[src/rtl/sd_sts_pkg.sv]
package sd_sts_pkg;
  localparam int REG_W = 16;
  localparam int ERR_N = 10;
  localparam int NRM_N = 2;
  localparam int LINE_N = 2;

  typedef enum logic [2:0] {
    SEL_NSTS = 3'd0,
    SEL_ESTS = 3'd1,
    SEL_NSEN = 3'd2,
    SEL_ESEN = 3'd3,
    SEL_NSIG = 3'd4,
    SEL_ESIG = 3'd5,
    SEL_SRST = 3'd6
  } reg_sel_e;

  typedef enum logic [1:0] {
    OUT_OTHER   = 2'd0,
    OUT_TIMEOUT = 2'd1,
    OUT_DONE    = 2'd2
  } xfer_out_e;

  localparam int EB_DAT_TO = 4;
  // error bits owned by each line
  localparam logic [REG_W-1:0] CMD_LINE_ERR = 16'h000F;
  localparam logic [REG_W-1:0] DAT_LINE_ERR = 16'h0370;
endpackage

[src/rtl/sd_sts_group.sv]
module sd_sts_group #(
  parameter int W = 16
) (
  input  logic         clk_i,
  input  logic         rst_ni,
  input  logic [W-1:0] ev_i,
  input  logic [W-1:0] en_i,
  input  logic [W-1:0] clr_i,
  input  logic [W-1:0] flush_i,
  output logic [W-1:0] sts_o
);
  logic [W-1:0] set_w;
  assign set_w = ev_i & en_i;

  always_ff @(posedge clk_i or negedge rst_ni) begin
    if (!rst_ni) sts_o <= '0;
    else         sts_o <= ((sts_o & ~clr_i) | set_w) & ~flush_i;
  end

  // cleared bits without a same-cycle event read 0
  p_w1c_r3: assert property (@(posedge clk_i) disable iff (!rst_ni)
    (clr_i != '0) |=> ((sts_o & $past(clr_i & ~(ev_i & en_i))) == '0));

  // a bit only rises from an enabled event
  p_gate_r2: assert property (@(posedge clk_i) disable iff (!rst_ni)
    (sts_o != '1) |=> ((sts_o & ~$past(sts_o) & ~$past(ev_i & en_i)) == '0));
endmodule

[src/rtl/sd_line_reset.sv]
module sd_line_reset #(
  parameter int CYC = 4
) (
  input  logic clk_i,
  input  logic rst_ni,
  input  logic start_i,
  output logic busy_o
);
  localparam int CW = (CYC > 1) ? $clog2(CYC) : 1;
  logic [CW-1:0] cnt_q;

  always_ff @(posedge clk_i or negedge rst_ni) begin
    if (!rst_ni) begin
      busy_o <= 1'b0;
      cnt_q  <= '0;
    end else if (start_i) begin
      busy_o <= 1'b1;
      cnt_q  <= CW'(CYC - 1);
    end else if (busy_o) begin
      if (cnt_q == '0) busy_o <= 1'b0;
      else             cnt_q  <= cnt_q - 1'b1;
    end
  end

  p_start_r8: assert property (@(posedge clk_i) disable iff (!rst_ni)
    start_i |=> busy_o);
  p_hold_r8: assert property (@(posedge clk_i) disable iff (!rst_ni)
    (busy_o && cnt_q != '0) |=> busy_o);
  p_end_r8: assert property (@(posedge clk_i) disable iff (!rst_ni)
    (busy_o && cnt_q == '0 && !start_i) |=> !busy_o);
endmodule

[src/rtl/sd_irq_status_unit.sv]
module sd_irq_status_unit
  import sd_sts_pkg::*;
#(
  parameter int RST_CYCLES = 4
) (
  input  logic             clk_i,
  input  logic             rst_ni,
  input  logic             cmd_done_i,
  input  logic             xfer_done_i,
  input  logic [ERR_N-1:0] err_ev_i,
  input  logic             cmd_issue_i,
  input  logic             cmd_has_data_i,
  input  logic             cmd_busy_rsp_i,
  input  logic             wr_en_i,
  input  logic [2:0]       wr_sel_i,
  input  logic [REG_W-1:0] wr_data_i,
  output logic [REG_W-1:0] norm_sts_o,
  output logic [REG_W-1:0] err_sts_o,
  output logic [LINE_N-1:0] srst_o,
  output logic             xfer_wait_o,
  output logic [1:0]       outcome_o,
  output logic             irq_o
);
  reg_sel_e sel;
  logic [REG_W-1:0] nsen_q, esen_q, nsig_q, esig_q;
  logic [REG_W-1:0] eclr, eflush, err_ev_w;
  logic [NRM_N-1:0] nclr, nflush, n_ev, n_lat;
  logic [LINE_N-1:0] rst_start, rst_busy;
  logic err_sum;
  xfer_out_e outc;

  assign sel = reg_sel_e'(wr_sel_i);

  always_ff @(posedge clk_i or negedge rst_ni) begin
    if (!rst_ni) begin
      nsen_q <= '0; esen_q <= '0; nsig_q <= '0; esig_q <= '0;
    end else if (wr_en_i) begin
      case (sel)
        SEL_NSEN: nsen_q <= wr_data_i;
        SEL_ESEN: esen_q <= wr_data_i;
        SEL_NSIG: nsig_q <= wr_data_i;
        SEL_ESIG: esig_q <= wr_data_i;
        default: ;
      endcase
    end
  end

  // line soft resets: 0 = command, 1 = data
  for (genvar g = 0; g < LINE_N; g++) begin : g_line
    assign rst_start[g] = wr_en_i && (sel == SEL_SRST) && wr_data_i[g];
    sd_line_reset #(.CYC(RST_CYCLES)) u_rst (
      .clk_i  (clk_i),
      .rst_ni (rst_ni),
      .start_i(rst_start[g]),
      .busy_o (rst_busy[g])
    );
  end
  assign srst_o = rst_busy;

  assign nclr     = (wr_en_i && sel == SEL_NSTS) ? wr_data_i[NRM_N-1:0] : '0;
  assign eclr     = (wr_en_i && sel == SEL_ESTS) ? wr_data_i : '0;
  assign n_ev     = {xfer_done_i, cmd_done_i};
  assign nflush   = rst_busy;
  assign eflush   = (rst_busy[0] ? CMD_LINE_ERR : '0) | (rst_busy[1] ? DAT_LINE_ERR : '0);
  assign err_ev_w = {{(REG_W-ERR_N){1'b0}}, err_ev_i};

  sd_sts_group #(.W(NRM_N)) u_nrm (
    .clk_i(clk_i), .rst_ni(rst_ni), .ev_i(n_ev), .en_i(nsen_q[NRM_N-1:0]),
    .clr_i(nclr), .flush_i(nflush), .sts_o(n_lat)
  );

  sd_sts_group #(.W(REG_W)) u_err (
    .clk_i(clk_i), .rst_ni(rst_ni), .ev_i(err_ev_w), .en_i(esen_q),
    .clr_i(eclr), .flush_i(eflush), .sts_o(err_sts_o)
  );

  assign err_sum    = |(err_sts_o & esen_q);
  assign norm_sts_o = {err_sum, {(REG_W-NRM_N-1){1'b0}}, n_lat};
  assign irq_o      = (|(norm_sts_o & nsig_q)) | (|(err_sts_o & esig_q));

  // transfer done outranks data timeout
  always_comb begin
    if (n_lat[1])                 outc = OUT_DONE;
    else if (err_sts_o[EB_DAT_TO]) outc = OUT_TIMEOUT;
    else                          outc = OUT_OTHER;
  end
  assign outcome_o = outc;

  always_ff @(posedge clk_i or negedge rst_ni) begin
    if (!rst_ni)                                           xfer_wait_o <= 1'b0;
    else if (rst_busy[1])                                  xfer_wait_o <= 1'b0;
    else if (cmd_issue_i && (cmd_has_data_i || cmd_busy_rsp_i)) xfer_wait_o <= 1'b1;
    else if (xfer_done_i)                                  xfer_wait_o <= 1'b0;
  end

  p_cmd_flush_r9: assert property (@(posedge clk_i) disable iff (!rst_ni)
    srst_o[0] |=> ((err_sts_o & CMD_LINE_ERR) == '0 && !norm_sts_o[0]));
  p_dat_flush_r9: assert property (@(posedge clk_i) disable iff (!rst_ni)
    srst_o[1] |=> ((err_sts_o & DAT_LINE_ERR) == '0 && !norm_sts_o[1] && !xfer_wait_o));
  p_issue_r7: assert property (@(posedge clk_i) disable iff (!rst_ni)
    (cmd_issue_i && cmd_busy_rsp_i && !srst_o[1]) |=> xfer_wait_o);
  p_pri_r6: assert property (@(posedge clk_i) disable iff (!rst_ni)
    (norm_sts_o[1] && err_sts_o[EB_DAT_TO]) |-> (outcome_o == 2'd2));
endmodule

[config.mk]
export PLATFORM = sky130hd
export DESIGN_NAME = sd_irq_status_unit
export DESIGN_NICKNAME = d
export VERILOG_FILES = /design/src/rtl/sd_sts_pkg.sv /design/src/rtl/sd_sts_group.sv /design/src/rtl/sd_line_reset.sv /design/src/rtl/sd_irq_status_unit.sv
export SDC_FILE = /design/constraint.sdc
export NUM_CORES = 1
export LEC_CHECK = 0
export BUFFER_PORTS_ARGS = -buffer_cell sky130_fd_sc_hd__buf_2
export CAP_MARGIN = 20
export CELL_PAD_IN_SITES_DETAIL_PLACEMENT = 1
export CELL_PAD_IN_SITES_GLOBAL_PLACEMENT = 1
export CORE_MARGIN = 8
export CORE_UTILIZATION = 31
export CTS_BUF_LIST = sky130_fd_sc_hd__clkbuf_8
export DETAILED_ROUTE_END_ITERATION = 8
export HOLD_SLACK_MARGIN = 0.06
export PLACE_DENSITY_LB_ADDON = 0.1
export SYNTH_ARGS = -nofsm -noshare
export SYNTH_HDL_FRONTEND = slang
export SYNTH_HIERARCHICAL = 1
export SYNTH_SLANG_ARGS = --single-unit
[constraint.sdc]
create_clock -name clk_i -period 1.7 [get_ports clk_i]
set_input_delay 0.17 -clock clk_i [delete_from_list [all_inputs] [get_ports clk_i]]
set_output_delay 0.17 -clock clk_i [all_outputs]
set_load 0.05 [all_outputs]
==> run summary <==
part of the power in registers = 37.2%
syn avg cell area = 13.1 um^2
commonest non-fill, non-tap cell in the layout = buf_2
most frequent cells in the layout = buf_2 (59), dfrtp_1 (52), conb_1 (26)
vias in the first global route = 2577
DRC errors left = 0
drt total wl = 8.58 mm
RSZ-0062 raised after global routing = true
arrival time at the worst endpoint = 1960 ps
cts bufs inserted = 9
critical path class = reg2out
vias per cell = 4.43
Root Driver = clkbuf_8
total grt overflow = 0
P_int = 3550 uW
number of DRC markers in iteration 0 = 53
FF+latch count, synth = 62
P_sw = 2570 uW
Final Skew = 11.1 ps
failing checks = setup timing
largest net degree at the start of global routing = 63
data required time of the critical path = 1530 ps
CP startpoint kind = register
Yosys warning total = 6
Reg clk slew, reported paths = 60 ps
worst setup path endpoint = irq_o
Clock Power Share = 17.2%
CP startpoint = u_err/sts_o[0]$_DFF_PN0_
clock insertion delay at the later pin of the skew report = 340 ps
power per cell area = 1490 mW/mm^2
Final #Nets = 396
detailed placement HPWL = 6.51 mm
Cells after Synth = 248
final setup vio count = 2
TritonCTS clock tree = done
Hold Fails Final Rpt = 0
I/O pin count = 75
Clock Path Buffers = 2
Hold/Removal Path Class = in2reg
crit share post-route = 125%
# diodes = 0
number of antenna-violating nets in the routed design = 0
launch point of the worst reg-to-reg path = g_line[1].u_rst/cnt_q[0]$_DFFE_PN0P_
Critical Path Sink Type = primary output
critical path cell sequence = a22o_1 > a221oi_2 > nand4_1 > a211o_4 > buf_6
die width = 118 um
synthesis-to-layout area growth = 27.0%
CP max FO = 3
Die ar. = 0.0140 mm^2
Routed WL per cell = 17.2 um
Synth cell types = 34
CP peak stage delay = 410 ps
Core ar. = 0.0102 mm^2
leakage = 0.00198 uW
vias = 2207
Core Rows = 37
Max IR drop VDD = 575 uV
gr usage total = 13.1%
Tmin final = 2130 ps
first-pass GRT wire length = 14.4 mm
max_cap viols = 0
routability cong. = 0.773
Comb pwr share = 45.6%
total power = 6120 uW
Die Span Y = 118 um
initial antenna violation count = 0
DR pass1 iterations = 3
reg2reg end = g_line[1].u_rst/cnt_q[1]$_DFFE_PN0P_
Post-Syn Area = 0.00324 mm^2
CP max-delay cell = dfrtp_2
Post-Route Setup TNS = -675 ps
pre-CTS WS = -156 ps
Sw Ratio = 42.0%
predominant post-synthesis flop cell = dfrtp_1
status = finished with violations
depth of the CTS H-tree = 3
TritonCTS Sinks = 62
reg2reg path depth = 4
Initial Utilization = 31.7%
f_max = 470 MHz
Synth async-reset ratio = 100%
share of layout cells above drive strength 1 = 53.9%
post-route setup slack = -428 ps
internal reg-to-reg setup slack = 510 ps
number of synthesized flops with an enable pin = 0
port bufs = 61
WHS = 80.2 ps
sequential share of the synthesized area = 47.9%
Slew Viols, Final = 0
## area by class of cell
class / count / area, um^2
clock inverter: 7 / 28.8
fill: 1143 / 6120
inverter: 4 / 15.0
multi-input combinational: 189 / 1630
timing repair buffer: 91 / 579
tap: 136 / 170
clock buffer: 9 / 124
sequential: 62 / 1560
## how the worst min path moves through the flow
| stage | cells after the start | to | from | slack (ps) |
|---|---|---|---|---|
| after floorplan | 0 | esen_q[0]$_DFFE_PN0P_ | rst_ni | -130 |
| after global placement | 2 | u_err/sts_o[7]$_DFF_PN0_ | rst_ni | 220 |
| after detailed placement | 2 | esen_q[2]$_DFFE_PN0P_ | rst_ni | 210 |
| after CTS | 3 | u_err/sts_o[7]$_DFF_PN0_ | err_ev_i[7] | 60 |
| after global routing | 3 | u_err/sts_o[5]$_DFF_PN0_ | err_ev_i[5] | 60 |
| final | 3 | u_err/sts_o[7]$_DFF_PN0_ | err_ev_i[7] | 80 |
## cell families after synthesis
group	count (synthesis)	synth area share [%]
simple gates	82	19.5
flops	62	47.9
compound gates	42	11.5
mux	37	15.2
buf+inv	22	5.06
fa+ha+maj	2	0.772
other cells	1	0.116
## synthesized netlist by cell type (all sizes together), types with 4 or more instances
master	n	area, um^2
a22oi	5	37.5
a21oi	21	173
nand2b	25	292
a22o	6	52.6
buf	17	144
nand2	20	85.1
dfrtp	62	1550
nor2	5	21.3
and2	20	125
mux2	37	492
a221oi	6	77.6
inv	4	15.0
## stage by stage
stage	std cells	utilization [%]	cell area [um^2]
floorplan	273	-	3360
global placement	479	38.2	3910
detailed placement	479	38.2	3910
CTS	498	40.2	4120
global route	498	40.2	4120
finish	498	40.2	4120
## registers in the layout, indices dropped and copies added (netlist names)
signal,count
esen_q,16
esig_q,16
u_err/sts_o,16
g_line.u_rst/cnt_q,4
nsig_q,3
g_line.u_rst/busy_o,2
nsen_q,2
u_nrm/sts_o,2
xfer_wait_o,1
## worst max-delay path, delay by kind of cell (launching register included)
family / cells / cell delay (ps)
and+or+nand+nor: 1 / 190
DFF: 1 / 410
AOI/OAI and AO/OA: 3 / 870
buffers and inverters: 1 / 150
## routing by layer
layer  global-route usage, %  routed length [um]  up-vias  part of all wire [%]
li1                        -                   -     1057                     -
met1                    16.4                3920     1096                    46
met2                    21.3                4220       46                    49
met3                    4.14                 339        8                   4.0
met4                    4.08                  93        0                   1.1
met5                       0                   0        -                     0
## power by group through the flow
| stage | logic [uW] | clock network [uW] | registers [uW] |
|---|---|---|---|
| final | 2790 | 1050 | 2270 |
| after global routing | 3010 | 1160 | 2350 |
| after CTS | 2840 | 1110 | 2290 |
| after detailed placement | 2810 | 0 | 2310 |
| after global placement | 2770 | 0 | 2290 |
| after floorplan | 1240 | 0 | 2950 |
## repair_timing
action / CTS / global route
pin swaps: 1 / 0
setup endpoints to repair: 2 / 2
hold buffers: 3 / 0
setup buffers: 1 / 0
endpoints found under the hold margin: 64 / 0
gates resized for setup: 6 / 0
(Power assumes the default switching activity.)
